`src/rtl/csum_pkg.sv`:
```
package csum_pkg;

    localparam int BYTE_W = 8;

    typedef logic [BYTE_W-1:0] byte_t;

    // Position of the next accepted beat within its packet
    typedef enum logic {
        POS_MID   = 1'b0,
        POS_START = 1'b1
    } pkt_pos_e;

    // One lane's contribution: complemented byte when kept, else nothing
    function automatic byte_t lane_term(input byte_t b, input logic kept);
        return kept ? ~b : '0;
    endfunction

endpackage

```
`src/rtl/csum_lane_fold.sv`:
```
module csum_lane_fold
    import csum_pkg::*;
#(
    parameter int LANES = 4
) (
    input  logic [LANES*BYTE_W-1:0] data,
    input  logic [LANES-1:0]        keep,
    output byte_t                   beat_sum
);

    byte_t terms [LANES];

    for (genvar g = 0; g < LANES; g++) begin : g_lane
        assign terms[g] = lane_term(data[g*BYTE_W +: BYTE_W], keep[g]);
    end

    always_comb begin
        beat_sum = '0;
        for (int i = 0; i < LANES; i++) begin
            beat_sum = beat_sum + terms[i];
        end
    end

endmodule

```
`src/rtl/csum_accum.sv`:
```
module csum_accum
    import csum_pkg::*;
(
    input  logic  clk,
    input  logic  rst,
    input  logic  take,
    input  logic  last,
    input  byte_t beat_sum,
    output byte_t sum_q
);

    byte_t    acc_q;
    byte_t    acc_nxt;
    pkt_pos_e pos_q;

    always_comb begin
        acc_nxt = ((pos_q == POS_START) ? byte_t'(0) : acc_q) + beat_sum;
    end

    always_ff @(posedge clk) begin
        if (rst) begin
            acc_q <= '0;
            sum_q <= '0;
            pos_q <= POS_START;
        end else if (take) begin
            acc_q <= acc_nxt;
            pos_q <= last ? POS_START : POS_MID;
            if (last) begin
                sum_q <= acc_nxt;
            end
        end
    end

endmodule

```
`src/rtl/csum_regport.sv`:
```
module csum_regport
    import csum_pkg::*;
#(
    parameter int ADDR_W = 4,
    parameter int RD_W   = 32
) (
    input  logic [ADDR_W-1:0] rd_addr,
    input  byte_t             value,
    output logic [RD_W-1:0]   rd_data
);

    localparam int PAD_W = RD_W - BYTE_W;

    always_comb begin
        rd_data = '0;
        if (rd_addr == '0) begin
            rd_data = {{PAD_W{1'b0}}, value};
        end
    end

endmodule

```
`src/rtl/csum_sink.sv`:
```
module csum_sink
    import csum_pkg::*;
#(
    parameter int LANES  = 4,
    parameter int ADDR_W = 4,
    parameter int RD_W   = 32
) (
    input  logic                    clk,
    input  logic                    rst,
    input  logic                    s_valid,
    output logic                    s_ready,
    input  logic [LANES*BYTE_W-1:0] s_data,
    input  logic [LANES-1:0]        s_keep,
    input  logic [LANES-1:0]        s_strb,
    input  logic                    s_last,
    output logic [BYTE_W-1:0]       sum_o,
    input  logic [ADDR_W-1:0]       rd_addr,
    output logic [RD_W-1:0]         rd_data
);

    byte_t beat_sum;
    byte_t sum_q;
    logic  take;
    logic  unused_strb;

    assign s_ready     = ~rst;
    assign take        = s_valid & s_ready;
    assign unused_strb = ^s_strb;

    csum_lane_fold #(.LANES(LANES)) u_fold (
        .data     (s_data),
        .keep     (s_keep),
        .beat_sum (beat_sum)
    );

    csum_accum u_accum (
        .clk      (clk),
        .rst      (rst),
        .take     (take),
        .last     (s_last),
        .beat_sum (beat_sum),
        .sum_q    (sum_q)
    );

    csum_regport #(.ADDR_W(ADDR_W), .RD_W(RD_W)) u_reg (
        .rd_addr (rd_addr),
        .value   (sum_q),
        .rd_data (rd_data)
    );

    assign sum_o = sum_q;

endmodule

```
`config.mk`:
```
export PLATFORM = sky130hd
export DESIGN_NAME = csum_sink
export DESIGN_NICKNAME = d
export VERILOG_FILES = /design/src/rtl/csum_pkg.sv /design/src/rtl/csum_lane_fold.sv /design/src/rtl/csum_accum.sv /design/src/rtl/csum_regport.sv /design/src/rtl/csum_sink.sv
export SDC_FILE = /design/constraint.sdc
export NUM_CORES = 1
export LEC_CHECK = 0
export ABC_AREA = 1
export BUFFER_PORTS_ARGS = -buffer_cell sky130_fd_sc_hd__buf_4
export CAP_MARGIN = 10
export CORE_MARGIN = 8
export CORE_UTILIZATION = 32
export CTS_CLUSTER_DIAMETER = 50
export DETAILED_ROUTE_END_ITERATION = 8
export SLEW_MARGIN = 20
export SYNTH_ARGS = -nofsm -noshare
export SYNTH_HDL_FRONTEND = slang
export SYNTH_HIERARCHICAL = 1
export SYNTH_SLANG_ARGS = --single-unit
```
`constraint.sdc`:
```
create_clock -name clk -period 4.5 [get_ports clk]
set_input_delay 0.675 -clock clk [delete_from_list [all_inputs] [get_ports clk]]
set_output_delay 0.675 -clock clk [all_outputs]
set_load 0.1 [all_outputs]
```
# --- Word-level counts from Yosys, hierarchy flattened ---
# Cells that the tools add are included.
word_totals:
  regBits: 17
  wordCells: 22
classes:
  addsub: 4
  muxes: 7
  bitwise_logic: 6
  n_reduce_logical: 2
ops:
  columns: ["cell", "count"]
  rows:
  - ["two-way mux 8 bit", 6]
  - ["adder 8 bit", 4]
  - ["NOT 8 bit", 4]
  - ["zero test 4 bit", 1]
  - ["AND reduction 2 bit", 1]
  - ["bitwise AND 1 bit", 1]
  - ["two-way mux 1 bit", 1]
  - ["NOT 1 bit", 1]

# --- Depth between registers and ports, before layout ---
depth:
  ltp_word: 6
  mapped_depth: 23
  ltp_nobuf: 23

# --- By module ---
# Netlist, hierarchy kept.
by_module_without_submodules:
  columns: ["module", "n_inst", "cells_per_inst", "area_per_inst_um2", "seq_area_each_um2"]
  rows:
  - ["csum_accum", 1, 154, 1043.5, 340.3]
  - ["csum_lane_fold", 1, 134, 888.4, 0.0]
  - ["csum_regport", 1, 44, 257.7, 0.0]
  - ["csum_sink", 1, 3, 13.8, 0.0]

# --- Worst setup path after synthesis ---
# OpenSTA, ideal clock, no wires.
synth_timing:
  path_type: "in2reg"
  startpoint: "input s_keep[1]"
  endpoint: "register u_accum.acc_q[7]"
  setup_time_ns: 0.109
  arrival_ns: 3.802
  path_slack_ns: 0.589
  path_stages: 18
  n_path_buf: 0
  path_cell_list: "inv_1 > nor2_1 > fa_1 > fa_1 > ha_1 > inv_1 > fa_1 > o31ai_2 > xor2_1 > ha_1 > nand2_1 > inv_1 > a21oi_2 > nand2_1 > nand2_1 > nand3_1 > nand2_1 > inv_1"
synth_via:
  elab_chain_len: 5
synth_lines:
  columns: ["item", "line_no", "text"]
  rows:
  - ["start: declaration", "csum_sink.sv:13", "input logic [LANES-1:0] s_keep,"]
  - ["two-way mux 8 bit", "csum_pkg.sv:15", "return kept ? ~b : '0;"]
  - ["adder 8 bit (3 in series)", "csum_lane_fold.sv:20", "beat_sum = beat_sum + terms[i];"]
  - ["via beat_sum[5]", "csum_sink.sv:21", "byte_t beat_sum;"]
  - ["adder 8 bit", "csum_accum.sv:17", "acc_nxt = ((pos_q == POS_START) ? byte_t'(0) : acc_q) + beat_sum;"]
  - ["end signal: assignment", "csum_accum.sv:26", "acc_q <= acc_nxt;"]
  - ["end: declaration", "csum_accum.sv:12", "byte_t acc_q;"]
# The timed path passes the listed nets, and every way through them passes these cells.
# A chain may end at the register's enable or synchronous reset.

# --- Worst setup path after layout ---
# Same ends and word-level chain as after synthesis.

==> metrics <==
Reg-to-Reg Start u_accum/pos_q; LEAKAGE 1.55 nW; Mapped Area 2200 sq um; Hold Crit Class register to register; Hold Startpoint u_accum/sum_q[7]; Hold WS 0.469 ns; H-tree lvl count 1; Pwr per Cell Area 295 nW/um^2; share of the synthesized area in the top cell type 0.154; DP Wirelength 4500 microns; critical-path maximum fanout 9; Setup Skew 0.00615 ns; Clock transition at path regs 0.07 ns; GRT Util Overall 0.106; Worst path top cell family by delay adder cells; CTS Buf Count 3; post-synthesis compound-gate area fraction 0.0681; Via density 4.26; Final Hold Fails 0; initial antenna violation count 0; vias in the first global route 2052; Skew-Pair Late Insertion Delay 0.25 ns; Post-DRT Antenna Nets 0; I/O Pins 89; Detailed Route WL 5120 microns; RSZ-0062 raised after global routing false; status completed; Synth Area in Simple Gates 0.317; post-synth top area cell dfxtp_1; synth unique cells 30; number of synthesized register bits 17; Initial Utilization 0.328; Worst Path Class, Setup input pin to register; die area 9800 sq um; sequential fraction of the synthesis area 0.154; MaxCap Viol Count 0; final setup fails 0; first-pass GRT wire length 8830 microns; crit end category register; CTS sink count 17; CP Cell Sequence buf_4 -> inv_1 -> nor2_1 -> fa_1 -> fa_1 -> ha_1 -> inv_1 -> fa_1 -> o31ai_2 -> xor2_1 -> ha_1 -> nand2_1 -> inv_1 -> a21oi_2 -> nand2_1 -> nand2_1 -> nand3_1 -> nand2_1 -> inv_1; Root Driver clkbuf_8; Post-CTS Resized 0; mux contribution to synthesized area 0; Mean Syn Cell Area 6.58 sq um; CTS tree done; Port Buffer Count 60; Final Net Count 474; clock tree buffer depth 2; final setup margin 0.379 ns; synth top area cells dfxtp_1 (15%), fa_1 (14%), inv_1 (12%); Buffers & Inverters on Critical Path 5; Period Utilization, post-route 0.916; crit start category input pin; die width 99.0 microns; hold_buf cts 0; vias post-DR 2029; DR iter-0 viols 63; grt total ovfl 0; Max Slew Vio Count 0; postcts setup bufs 0; worst slack, placed 0.107 ns; Site Rows 30; Synth Area in XOR/XNOR 0.0199; maximum vdd drop 161 uV; P&R area growth vs syn 22.1%; critical path arrival 4.28 ns; Initial DRT Pass Iterations 4; antenna cell count 0; crit path time final 4.12 ns; Setup crit start s_keep[1]; fmax 243 MHz; Die Y-Extent 99.0 microns; slowest stage delay, CP 0.56 ns; Synth warnings 6; Synth Area in Adders 0.216; TNS Setup 0 ns; largest net degree at the start of global routing 13; routability-driven placement congestion ratio 0.801; Max stage delay cell, worst path fa_1; CP Data Required Time 4.66 ns; post-synthesis cell count 335; DR WL/cell 10.8 microns; DRC violations left 0; share of post-route cells with drive strength above 1 0.253; Std-Cell Core Area 6720 sq um; largest family of logic cells by synthesized area simple AND/OR/NAND/NOR gates
[per-stage QoR]
stage	total power, mW	utilization	std cells	cell area, sq um
2_1_floorplan	0.604	-	358	2290
4_1_cts	0.801	0.401	476	2690
5_1_grt	0.871	0.401	476	2690
3_5_place_dp	0.687	0.394	472	2650
3_3_place_gp	0.681	0.394	472	2650
6_report	0.793	0.401	476	2690
[power breakdown]
group | internal [mW] | switching, mW
clock | 0.0613 | 0.0500
sequential | 0.163 | 0.00793
combinational | 0.165 | 0.344
[layout make-up]
type	count	area (sq um)
Sequential cell	17	340
Clock inverter	1	5.00
Timing Repair Buffer	60	450
Fill cell	709	4030
Clock buffer	3	41.3
Multi-Input combinational cell	236	1460
Tap cell	80	100
Inverter	79	297
[worst register-to-register path, cell delays in order, from the launching register on]
cell     delay (ns)
dfxtp_1        0.39
nor2_1         0.14
ha_1           0.18
inv_1          0.06
fa_1           0.39
inv_1          0.07
nand2_1        0.05
nand2_1        0.08
nand2_1        0.07
or2_1          0.22
nand3_1        0.07
nand2_1        0.05
inv_1          0.04
[path summary, 6_finish.rpt]
check	endpoint	slack, ns	cells past startpoint
worst max-delay path	u_accum/acc_q[7]	0.38	19
worst max register to register	u_accum/sum_q[4]	2.63	12
worst min register to register	u_accum/sum_q[7]	0.47	2
worst min-delay path	u_accum/sum_q[7]	0.47	2
[placed cells by master (no fill, tap or decap), types with 5 or more instances in the layout]
master   count
inv_1       72
nand2_1     63
buf_4       60
nor2_1      44
conb_1      24
dfxtp_1     17
fa_1        15
ha_1        14
nand3_1     13
a21oi_1     11
or2_2       11
inv_2        7
o21ai_1      6
nand2_2      5
[synth_stat cells]
library cell,n
nand4_1,1
inv_1,72
a21oi_1,11
ha_1,14
a31oi_1,1
nand3b_1,3
conb_1,1
o31ai_2,1
nand2_2,5
nand2_1,63
o21ai_0,1
nand3_2,4
o211ai_1,2
buf_4,26
dfxtp_1,17
a21o_2,1
fa_1,15
or2_2,11
or2_1,3
a21oi_2,1
xnor2_1,2
xor2_1,3
o21ai_1,6
or2_4,1
nor2_2,4
nor3_2,1
nand3_1,13
nor2_1,44
a22o_1,1
inv_2,7
[flip-flops by register name, summed over array words and instances (netlist names)]
register / count
u_accum/acc_q: 8
u_accum/pos_q: 1
u_accum/sum_q: 8
[metal layers]
layer | track usage | vias up | routed length, microns | part of all wire
met1 | 0.125 | 921 | 2240 | 0.44
met2 | 0.193 | 35 | 2640 | 0.52
met5 | 0 | - | 0 | 0
li1 | - | 1071 | - | -
met4 | 0.0201 | 0 | 23 | 0.0045
met3 | 0.0197 | 2 | 214 | 0.042
[cell families after synthesis]
family / after synthesis
adder cells (fa/ha/maj): 29
flip-flops: 17
AND/OR/NAND/NOR: 153
buffers and inverters: 105
other: 1
XOR/XNOR: 5
AO/OA/AOI/OAI: 25
(Power assumes the default switching activity.)
